<file path="src/rtl/strap_pkg.sv">
package strap_pkg;
  localparam int WORD_W   = 16;
  localparam int NUM_HI   = 5;
  localparam int HI_BASE  = 3;
  localparam int CNT_W    = $clog2(NUM_HI + 1);

  localparam int B_BOOT   = 0;
  localparam int B_GRPA   = 1;
  localparam int B_GRPB   = 2;
  localparam int B_BUSCTL = 8;
  localparam int B_IRQ    = 9;
  localparam int B_SLAVE  = 11;

  typedef struct packed {
    logic              boot_wide;
    logic              grp_a_cs;
    logic              grp_b_cs;
    logic [CNT_W-1:0]  upaddr_cnt;
    logic [NUM_HI-1:0] hi_cs_keep;
    logic              busctl_keep;
    logic              irq_keep;
    logic              slave_en;
  } pin_sel_t;
endpackage

</file>
<file path="src/rtl/strap_word_reg.sv">
module strap_word_reg #(
  parameter int W = 16
) (
  input  logic         clk,
  input  logic         rst_n,
  input  logic [W-1:0] bus_d,
  input  logic         wr_fire,
  input  logic [W-1:0] wr_data,
  output logic [W-1:0] word_q
);
  // Reset is a sampling window: the bus is loaded on every edge while it is low.
  always_ff @(posedge clk) begin
    if (!rst_n)       word_q <= bus_d;
    else if (wr_fire) word_q <= wr_data;
  end
endmodule

</file>
<file path="src/rtl/strap_decode.sv">
module strap_decode
  import strap_pkg::*;
(
  input  logic [WORD_W-1:0] word,
  output pin_sel_t          sel
);
  logic [CNT_W-1:0]  cnt;
  logic [NUM_HI-1:0] keep;

  // Ascending scan: the highest low bit is the last to assign, so it wins.
  always_comb begin
    cnt = '0;
    for (int k = 0; k < NUM_HI; k++) begin
      if (!word[HI_BASE + k]) cnt = CNT_W'(k + 1);
    end
  end

  for (genvar k = 0; k < NUM_HI; k++) begin : g_keep
    assign keep[k] = (CNT_W'(k) >= cnt);
  end

  always_comb begin
    sel.boot_wide   = word[B_BOOT];
    sel.grp_a_cs    = word[B_GRPA];
    sel.grp_b_cs    = word[B_GRPB];
    sel.upaddr_cnt  = cnt;
    sel.hi_cs_keep  = keep;
    sel.busctl_keep = word[B_BUSCTL];
    sel.irq_keep    = word[B_IRQ];
    sel.slave_en    = ~word[B_SLAVE];
  end
endmodule

</file>
<file path="src/rtl/strap_drv_en.sv">
module strap_drv_en (
  input  logic rst_n,
  input  logic ds_n,
  input  logic rw,
  output logic drv_oe_n
);
  // Drive only in reset, with the strobe idle and the bus in a read cycle,
  // so that a write still in flight completes first.
  assign drv_oe_n = ~(~rst_n & ds_n & rw);
endmodule

</file>
<file path="src/rtl/strap_cfg.sv">
module strap_cfg
  import strap_pkg::*;
(
  input  logic              clk,
  input  logic              rst_n,
  input  logic [WORD_W-1:0] bus_d,
  input  logic              ds_n,
  input  logic              rw,
  input  logic              wr_valid,
  output logic              wr_ready,
  input  logic [WORD_W-1:0] wr_data,
  output logic              boot_wide,
  output logic              grp_a_cs,
  output logic              grp_b_cs,
  output logic [CNT_W-1:0]  upaddr_cnt,
  output logic [NUM_HI-1:0] hi_cs_keep,
  output logic              busctl_keep,
  output logic              irq_keep,
  output logic              slave_en,
  output logic              drv_oe_n
);
  logic [WORD_W-1:0] word_q;
  pin_sel_t          sel;

  assign wr_ready = rst_n;

  strap_word_reg #(.W(WORD_W)) u_reg (
    .clk     (clk),
    .rst_n   (rst_n),
    .bus_d   (bus_d),
    .wr_fire (wr_valid & wr_ready),
    .wr_data (wr_data),
    .word_q  (word_q)
  );

  strap_decode u_dec (
    .word (word_q),
    .sel  (sel)
  );

  strap_drv_en u_drv (
    .rst_n    (rst_n),
    .ds_n     (ds_n),
    .rw       (rw),
    .drv_oe_n (drv_oe_n)
  );

  assign boot_wide   = sel.boot_wide;
  assign grp_a_cs    = sel.grp_a_cs;
  assign grp_b_cs    = sel.grp_b_cs;
  assign upaddr_cnt  = sel.upaddr_cnt;
  assign hi_cs_keep  = sel.hi_cs_keep;
  assign busctl_keep = sel.busctl_keep;
  assign irq_keep    = sel.irq_keep;
  assign slave_en    = sel.slave_en;
endmodule

</file>
<file path="config.mk">
export PLATFORM = sky130hd
export DESIGN_NAME = strap_cfg
export DESIGN_NICKNAME = d
export VERILOG_FILES = /design/src/rtl/strap_pkg.sv /design/src/rtl/strap_word_reg.sv /design/src/rtl/strap_decode.sv /design/src/rtl/strap_drv_en.sv /design/src/rtl/strap_cfg.sv
export SDC_FILE = /design/constraint.sdc
export NUM_CORES = 1
export LEC_CHECK = 0
export ABC_AREA = 1
export BUFFER_PORTS_ARGS = -buffer_cell sky130_fd_sc_hd__buf_4
export CAP_MARGIN = 0
export CORE_MARGIN = 2
export CORE_UTILIZATION = 37
export DETAILED_ROUTE_END_ITERATION = 10
export PLACE_DENSITY = 0.85
export SYNTH_ARGS = -nofsm -noshare
export SYNTH_HDL_FRONTEND = slang
export SYNTH_SLANG_ARGS = --single-unit
</file>
<file path="constraint.sdc">
create_clock -name clk -period 2.4 [get_ports clk]
set_input_delay 0.24 -clock clk [delete_from_list [all_inputs] [get_ports clk]]
set_output_delay 0.24 -clock clk [all_outputs]
set_load 0.005 [all_outputs]
</file>
Word-level counts from Yosys, hierarchy flattened
Index checks and enable logic that the tools add are counted.
Word-level totals
  word-level logic and storage cells: 20
  output and inout bits: 16
  input port bits: 37
  register bits after elaboration: 12
Operators by class
  $lt $le $gt $ge: 5
  bitwise gates (word level): 6
  eq/ne operators: 1
  multiplexer cells: 7
Operators by type and width (count)
  $mux W12: 2
  $ge A1 B3 Y1 const A: 2
  $ge A2 B3 Y1 const A: 2
  $mux W3: 2
  $mux W2: 2
  $and A1 B1 Y1: 3
  $ge A3 B3 Y1 const A: 1
  $not A1 Y1: 3
  $ne A2 B1 Y1 const B: 1
  $mux W1: 1

Longest topological paths before layout
Gate-level depths: netlist of run 1.
  depth in word-level cells: 6
  depth in mapped cells: 5
  gate-level depth less buffers: 5

Hierarchy
From an unflattened synthesis of run 1, not the netlist that was laid out.
Second synthesis, totals
  cells, all modules: 95
  area, all modules: 839.6 sq um
Modules (own cells, without submodules)
  strap_word_reg: area an instance 706.9 sq um, sequential area each 480.5 sq um, times used 1, cells each 70
  strap_decode: area an instance 103.8 sq um, sequential area each 0.0 sq um, times used 1, cells each 20
  strap_cfg: area an instance 15.0 sq um, sequential area each 0.0 sq um, times used 1, cells each 3
  strap_drv_en: area an instance 13.8 sq um, sequential area each 0.0 sq um, times used 1, cells each 2

Least setup slack after synthesis of run 1
Ideal clock, no wire load.
  path kind: input to register
  start: in rst_n
  end: reg u_reg.word_q[0] (enable)
  setup slack: 1.450 ns
  path buffers: 0
  library setup time: 0.346 ns
  data required time: 2.054 ns
  data arrival time: 0.603 ns
  stages on the path: 2
  path through: inv_2 or2_1
On the way
  word-level cells in the longest chain between the ends: 2
Ends and longest elaborated chain
  from (decl): line strap_cfg.sv:5  | input logic rst_n,
  $and A1 B1 Y1: line strap_cfg.sv:31  | .wr_fire (wr_valid & wr_ready),
  $ne A2 B1 Y1 (no source line) *
  to (signal assigned): line strap_word_reg.sv:13  | if (!rst_n) word_q <= bus_d;
  to (signal assigned): line strap_word_reg.sv:14  | else if (wr_fire) word_q <= wr_data;
  to (decl): line strap_word_reg.sv:9  | output logic [W-1:0] word_q
Mark *: on every way between the ends. The rest lies on a longest branch, timed or not.
A chain may end at the register's enable or synchronous reset.

Worst setup path in the final report of run 1
  start: reg u_reg.word_q[7]
  end: out hi_cs_keep[0]
On the way
  word-level cells in the longest chain between the ends: 2
Ends and longest elaborated chain
  $mux W3: line strap_decode.sv:14  | if (!word[HI_BASE + k]) cnt = CNT_W'(k + 1);
  $ge A1 B3 Y1: line strap_decode.sv:19  | assign keep[k] = (CNT_W'(k) >= cnt);
  to (decl): line strap_cfg.sv:16  | output logic [NUM_HI-1:0] hi_cs_keep,
No other way between the ends.

==> results of run 1 <==
==> metrics by stage <==
step           setup slack, ps  instance area, um2  hold slack [ps]  total power, mW
2_1_floorplan             1450                 562              419            0.290
3_3_place_gp              1070                 867              506            0.357
3_5_place_dp              1060                 867              510            0.360
4_1_cts                   1110                 893              227            0.481
5_1_grt                   1030                 893              225            0.506
6_report                  1130                 893              239            0.477
==> cells in the mapped netlist <==
cell type	n	area, um2
sky130_fd_sc_hd__buf_4	2	15.0
sky130_fd_sc_hd__inv_1	4	15.0
sky130_fd_sc_hd__or2_1	1	6.26
sky130_fd_sc_hd__a21oi_1	1	5.00
sky130_fd_sc_hd__nand2_1	38	143
sky130_fd_sc_hd__buf_6	1	11.3
sky130_fd_sc_hd__nor2_1	2	7.51
sky130_fd_sc_hd__nor3_2	1	10.0
sky130_fd_sc_hd__edfxtp_1	11	330
sky130_fd_sc_hd__inv_2	1	3.75
sky130_fd_sc_hd__clkbuf_1	1	3.75
sky130_fd_sc_hd__nand2_2	1	6.26
sky130_fd_sc_hd__nand3_1	1	5.00
==> routing by layer <==
layer	vias to the layer above	global-route usage, %
li1	284	-
met1	235	15.2
met2	38	23.9
met3	2	3.40
met4	0	8.48
met5	-	0
==> worst paths after layout <==
path	startpoint	to	slack (ps)	cells past startpoint
setup / recovery	u_reg.word_q[7]	hi_cs_keep[0]	1130	3
hold / removal	bus_d[3]	u_reg.word_q[3]	240	3
==> final cells by class <==
type	count	area share, %
multi-input combinational	45	20.4
sequential	11	37.0
inverter	5	2.10
tap	16	2.24
timing repair buffer	42	35.3
clock buffer	4	2.94
==> where the power goes <==
group	switching (mW)	internal [mW]
Clock	0.0587	0.0644
Combinational	0.0431	0.0663
Sequential	0.00838	0.236
Total	0.110	0.367
==> cells by family after synthesis <==
| family | count (synthesis) |
|---|---|
| buffers and inverters | 9 |
| AOI/OAI and AO/OA | 1 |
| DFF | 11 |
| and+or+nand+nor | 44 |
==> worst max-delay path: stages, from the launching register on <==
cell                       delay [ps]
sky130_fd_sc_hd__edfxtp_1         380
sky130_fd_sc_hd__nand2_2          100
sky130_fd_sc_hd__nor3_2           160
sky130_fd_sc_hd__buf_4            130
==> impl_metrics.sql, run 1 <==
INSERT INTO impl_metrics (metric_group, metric, value, unit) VALUES
('run_status', 'run_status', 'completed', ''),
('critical_path', 'startpoint_type', 'flop', ''),
('cells_and_area', 'registers.top_by_ff_count', 'u_reg.word_q', ''),
('critical_path', 'setup.worst_path.class', 'reg2out', ''),
('route', 'drt_first_iter_violations', '15', ''),
('route', 'routedWlPerCell', '9.54', 'um'),
('floorplan', 'floorplan.io_pins', '53', ''),
('critical_path', 'setup.worst_path.end_class', 'primary output', ''),
('timing', 'max_freq', '787', 'MHz'),
('synth', 'syn_inst', '65', ''),
('pwr', 'pwr_density_cell', '534', 'nW/um2'),
('synth', 'syn_avg_cell_area', '8.64', 'um2'),
('synth', 'synth-compound-area-share', '0.891', '%'),
('synth', 'netlist-cell-type-count', '13', ''),
('route', 'vias_per_cell', '4.54', ''),
('clock_tree', 'cts_buffer_depth', '2', ''),
('floorplan', 'core-area', '1470', 'um2'),
('critical_path', 'required', '2160', 'ps'),
('timing', 'hold_viol', '0', ''),
('placed_design', 'detailedPlacementHpwl', '953', 'um'),
('grt', 'grt_antenna_before_repair', '0', ''),
('grt', 'via_count_of_the_first_global_routing_pass', '467', ''),
('synth', 'synth_top_family_by_area', 'simple AND/OR/NAND/NOR gates', ''),
('cells_and_area', 'area.sequential', '330', 'um2'),
('cells_and_area', 'area_of_the_multi_input_gates', '183', 'um2'),
('synth', 'yosysSeqAreaShare', '58.8', '%'),
('cells_and_area', 'post_layout_nonfiller_instances', '123', ''),
('route', 'drcViolationCount', '0', ''),
('route', 'routed-via-count', '559', ''),
('floorplan', 'rows', '14', ''),
('clock_tree', 'post_cts_setup_buffers', '0', ''),
('synth', 'yosys_warnings', '0', ''),
('timing', 'slew_viol_final', '0', ''),
('critical_path', 'critical_path_maximum_fanout', '6', ''),
('placed_design', 'place.port_buffers', '42', ''),
('cells_and_area', 'commonest_cells_after_routing_fill_and_taps_aside', 'sky130_fd_sc_hd__buf_4 (42), sky130_fd_sc_hd__nand2_1 (38), sky130_fd_sc_hd__edfxtp_1 (11)', ''),
('synth', 'synth_simple_gate_area_share', '31.6', '%'),
('clock_tree', 'tritoncts_num_sinks', '11', ''),
('cells_and_area', 'biggest_registers_after_layout', 'u_reg.word_q (11)', ''),
('route', 'route.met3.wl', '116', 'um'),
('grt', 'groute.usage.overall', '13.9', '%'),
('cells_and_area', 'layout.filler_cells', '131', ''),
('cells_and_area', 'final_common_cell', 'sky130_fd_sc_hd__buf_4', ''),
('clock_tree', 'root_buffer', 'sky130_fd_sc_hd__clkbuf_4', ''),
('cells_and_area', 'antenna_cells', '0', ''),
('grt', 'grt_pass1_wl', '1880', 'um'),
('timing', 'slew_headroom', '71.5', '%'),
('route', 'detail_route.first_pass.iterations', '4', ''),
('timing', 'finalWorstPathRequiredPeriod', '1270', 'ps'),
('synth', 'syn-num-nets', '102', ''),
('critical_path', 'arrival', '1030', 'ps'),
('synth', 'multiplexer_share_of_the_synthesized_area', '0', '%'),
('clock_tree', 'cts-resized-gates', '0', ''),
('clock_tree', 'cts_buffers', '3', ''),
('cells_and_area', 'area_delta_synth_final', '59.0', '%'),
('synth', 'synth-seq-cells', '11', ''),
('cells_and_area', 'utilization', '60.7', '%'),
('cells_and_area', 'fin_nets', '145', ''),
('timing', 'max_slew.worst_pin.slew', '428', 'ps'),
('timing', 'setup_violations', '0', ''),
('placed_design', 'number_of_cells_after_detailed_placement', '119', ''),
('synth', 'post_synth_adder_cell_area', '0', '%'),
('route', 'wl_met2', '636', 'um'),
('route', 'drt_wl_total', '1170', 'um'),
('floorplan', 'floorplan.die.height', '43.0', 'um'),
('grt', 'grt_remaining_overflow', '0', ''),
('floorplan', 'floorplan.initialDensity', '38.2', '%'),
('pwr', 'max_rail_drop_vdd', '0.000224', 'V'),
('cells_and_area', 'post_route_cells_drive_above_1_share', '44.9', '%'),
('floorplan', 'floorplan.die_area', '1850', 'um2'),
('clock_tree', 'cts_tree', 'built', '');
Power figures use the tool's default switching activity.
==> run 2: changes to the inputs <==
Settings changed: CORE_UTILIZATION 37 to 31, PLACE_DENSITY 0.85 to 0.76.
Clock period 2.4 ns to 1.1 ns, I/O delays scaled along.
==> run 2 against run 1 <==
Compared with the run above:
- the flow now finishes with violations (setup timing)
- via count shrank 1.6%
- count of clock-buffer cells in the layout is the same
- hold slack lost 130 ps
==> impl_metrics.sql, run 2 (same netlist as run 1, synthesis figures left out) <==
INSERT INTO impl_metrics (metric_group, metric, value, unit) VALUES
('run_status', 'run_status', 'complete, but fails checks', ''),
('run_status', 'failed_checks', 'setup timing', ''),
('critical_path', 'startpoint_type', 'flop', ''),
('clock_tree', 'cts_hold_buffers', '0', ''),
('floorplan', 'floorplan.die.height', '46.6', 'um'),
('critical_path', 'cp.buffers_inverters', '1', ''),
('critical_path', 'timing.critical_path.slowest_cell_delay', '360', 'ps'),
('pwr', 'power_frac_seq', '51.2', '%'),
('timing', 'unrepaired_setup_endpoints_after_global_routing', 'yes', ''),
('cells_and_area', 'post_layout_nonfiller_instances', '135', ''),
('timing', 'hold_viol', '0', ''),
('critical_path', 'arrival', '1020', 'ps'),
('floorplan', 'floorplan.initialDensity', '32.9', '%'),
('route', 'routedWlPerCell', '8.46', 'um'),
('cells_and_area', 'area_delta_synth_final', '66.1', '%'),
('critical_path', 'endpoint', 'hi_cs_keep[0]', ''),
('floorplan', 'core-area', '1710', 'um2'),
('cells_and_area', 'fin_nets', '148', ''),
('timing', 'fin_tns_setup', '-63.1', 'ps'),
('floorplan', 'rows', '15', ''),
('pwr', 'pwr_density_cell', '1120', 'nW/um2'),
('grt', 'largest_net_degree_at_the_start_of_global_routing', '13', ''),
('grt', 'via_count_of_the_first_global_routing_pass', '469', ''),
('cells_and_area', 'layout.filler_cells', '166', ''),
('route', 'vias_per_cell', '4.07', ''),
('cells_and_area', 'registers.top_by_ff_count', 'u_reg.word_q', ''),
('pwr', 'total_leakage_power', '0.495', 'nW'),
('worst_hold_path', 'holdCritPathClass', 'in2reg', ''),
('critical_path', 'critical_path_maximum_fanout', '6', ''),
('route', 'drt.antenna.violating_nets', '0', ''),
('timing', 'finalWorstPathRequiredPeriod', '1130', 'ps'),
('floorplan', 'floorplan.io_pins', '53', ''),
('cells_and_area', 'number_of_flip_flops_under_the_largest_register_name', '11', ''),
('clock_tree', 'cts_tree', 'built', ''),
('cells_and_area', 'commonest_cells_after_routing_fill_and_taps_aside', 'sky130_fd_sc_hd__buf_4 (44), sky130_fd_sc_hd__nand2_1 (38), sky130_fd_sc_hd__edfxtp_1 (11)', ''),
('critical_path', 'worstSetupStartpoint', 'u_reg.word_q[7]', ''),
('timing', 'final.setup.worst_slack', '-32.4', 'ps'),
('clock_tree', 'clock_tree.htree_level_count', '1', ''),
('pwr', 'p_sw', '0.233', 'mW'),
('critical_path', 'timing.critical_path.slowest_stage_cell', 'sky130_fd_sc_hd__edfxtp_1', ''),
('critical_path', 'worst-path-stages', '3', ''),
('pwr', 'power.clock.fraction', '24.4', '%'),
('timing', 'slew_headroom', '72.5', '%'),
('route', 'drcViolationCount', '0', ''),
('timing', 'whs', '112', 'ps'),
('critical_path', 'critical_path.top_delay_family', 'flip-flops', ''),
('grt', 'grt_remaining_overflow', '0', ''),
('pwr', 'internal_power', '0.812', 'mW'),
('route', 'routed-via-count', '550', ''),
('critical_path', 'setup.worst_path.class', 'reg2out', ''),
('grt', 'groute.usage.overall', '12.4', '%'),
('cells_and_area', 'finalInstanceArea', '933', 'um2'),
('pwr', 'power_switching_share', '22.3', '%'),
('floorplan', 'floorplan.die_area', '2170', 'um2'),
('floorplan', 'die_w', '46.6', 'um'),
('route', 'drt_first_iter_violations', '5', ''),
('placed_design', 'routabilityCongestion', '0.759', ''),
('placed_design', 'number_of_cells_after_detailed_placement', '130', ''),
('clock_tree', 'root_buffer', 'sky130_fd_sc_hd__clkbuf_4', ''),
('timing', 'period_share', '103', '%'),
('cells_and_area', 'post_route_cells_drive_above_1_share', '47.3', '%'),
('clock_tree', 'clk_pin_slew', '60', 'ps'),
('placed_design', 'detailedPlace.worstSlack', '108', 'ps'),
('pwr', 'max_rail_drop_vdd', '0.000555', 'V'),
('timing', 'max_slew.worst_pin.slew', '412', 'ps'),
('clock_tree', 'cts_buffer_depth', '2', ''),
('clock_tree', 'tritoncts_num_sinks', '11', ''),
('clock_tree', 'cts_buffers', '3', ''),
('critical_path', 'setup.worst_path.end_class', 'primary output', ''),
('pwr', 'power_frac_comb', '24.4', '%'),
('cells_and_area', 'biggest_registers_after_layout', 'u_reg.word_q (11)', ''),
('route', 'drt_wl_total', '1140', 'um'),
('route', 'detail_route.first_pass.iterations', '4', ''),
('placed_design', 'place.port_buffers', '42', ''),
('grt', 'grt_antenna_before_repair', '0', ''),
('critical_path', 'worst_path_cell_trace', 'nand2_2, nor3_2, buf_4', ''),
('grt', 'grt_pass1_wl', '1800', 'um'),
('cells_and_area', 'antenna_cells', '0', ''),
('critical_path', 'required', '990', 'ps'),
('timing', 'max_freq', '883', 'MHz'),
('run', 'maxCapViolations', '0', ''),
('timing', 'setup_violations', '4', ''),
('placed_design', 'dpl_cell_area', '893', 'um2'),
('cells_and_area', 'final_common_cell', 'sky130_fd_sc_hd__buf_4', ''),
('timing', 'slew_viol_final', '0', '');
==> run 2: area by class of cell <==
| class | instances | area (um2) | area share [%] |
|---|---|---|---|
| Sequential cell | 11 | 330 | 35.4 |
| Tap cell | 25 | 31.3 | 3.35 |
| Timing Repair Buffer | 45 | 342 | 36.6 |
| Clock buffer | 4 | 26.3 | 2.82 |
| Inverter | 5 | 18.8 | 2.01 |
| Multi-Input combinational cell | 45 | 185 | 19.8 |
==> run 2: power by group through the flow <==
stage | Combinational, mW | Sequential [mW] | Clock [mW]
6_report | 0.255 | 0.536 | 0.255
5_1_grt | 0.283 | 0.541 | 0.273
4_1_cts | 0.254 | 0.537 | 0.262
3_5_place_dp | 0.247 | 0.546 | 0
3_3_place_gp | 0.245 | 0.544 | 0
2_1_floorplan | 0.0880 | 0.545 | 0
==> run 2: routing by layer <==
metal  vias to the layer above  wire length [um]  global-route usage, %
met1                       222               435                   14.4
met5                         -                 0                      0
met3                         4               125                   3.14
met4                         0                35                   10.3
met2                        34               546                   18.9
li1                        290                 -                      -
==> run 2: worst min path at each step <==
stage                         from               to  slack [ps]  depth (start not counted)
after CTS                 bus_d[6]  u_reg.word_q[6]         110                          3
after floorplan           bus_d[0]  u_reg.word_q[0]         290                          2
after global placement    bus_d[0]  u_reg.word_q[0]         380                          3
after detailed placement  bus_d[6]  u_reg.word_q[6]         380                          3
final                     bus_d[6]  u_reg.word_q[6]         110                          3
after global routing      bus_d[0]  u_reg.word_q[0]         130                          3
==> run 2: repair_timing <==
item	in CTS	in global routing
buffers inserted	1	0
pin swaps	3	2
resized for setup	0	2
setup endpoints to repair	6	6
==> run 2: stage by stage <==
step                      utilization [%]  power, mW
final                                54.7       1.05
after global routing                 54.7       1.10
after CTS                            54.3       1.05
after detailed placement             52.3      0.793
after global placement               52.3      0.789
after floorplan                         -      0.633
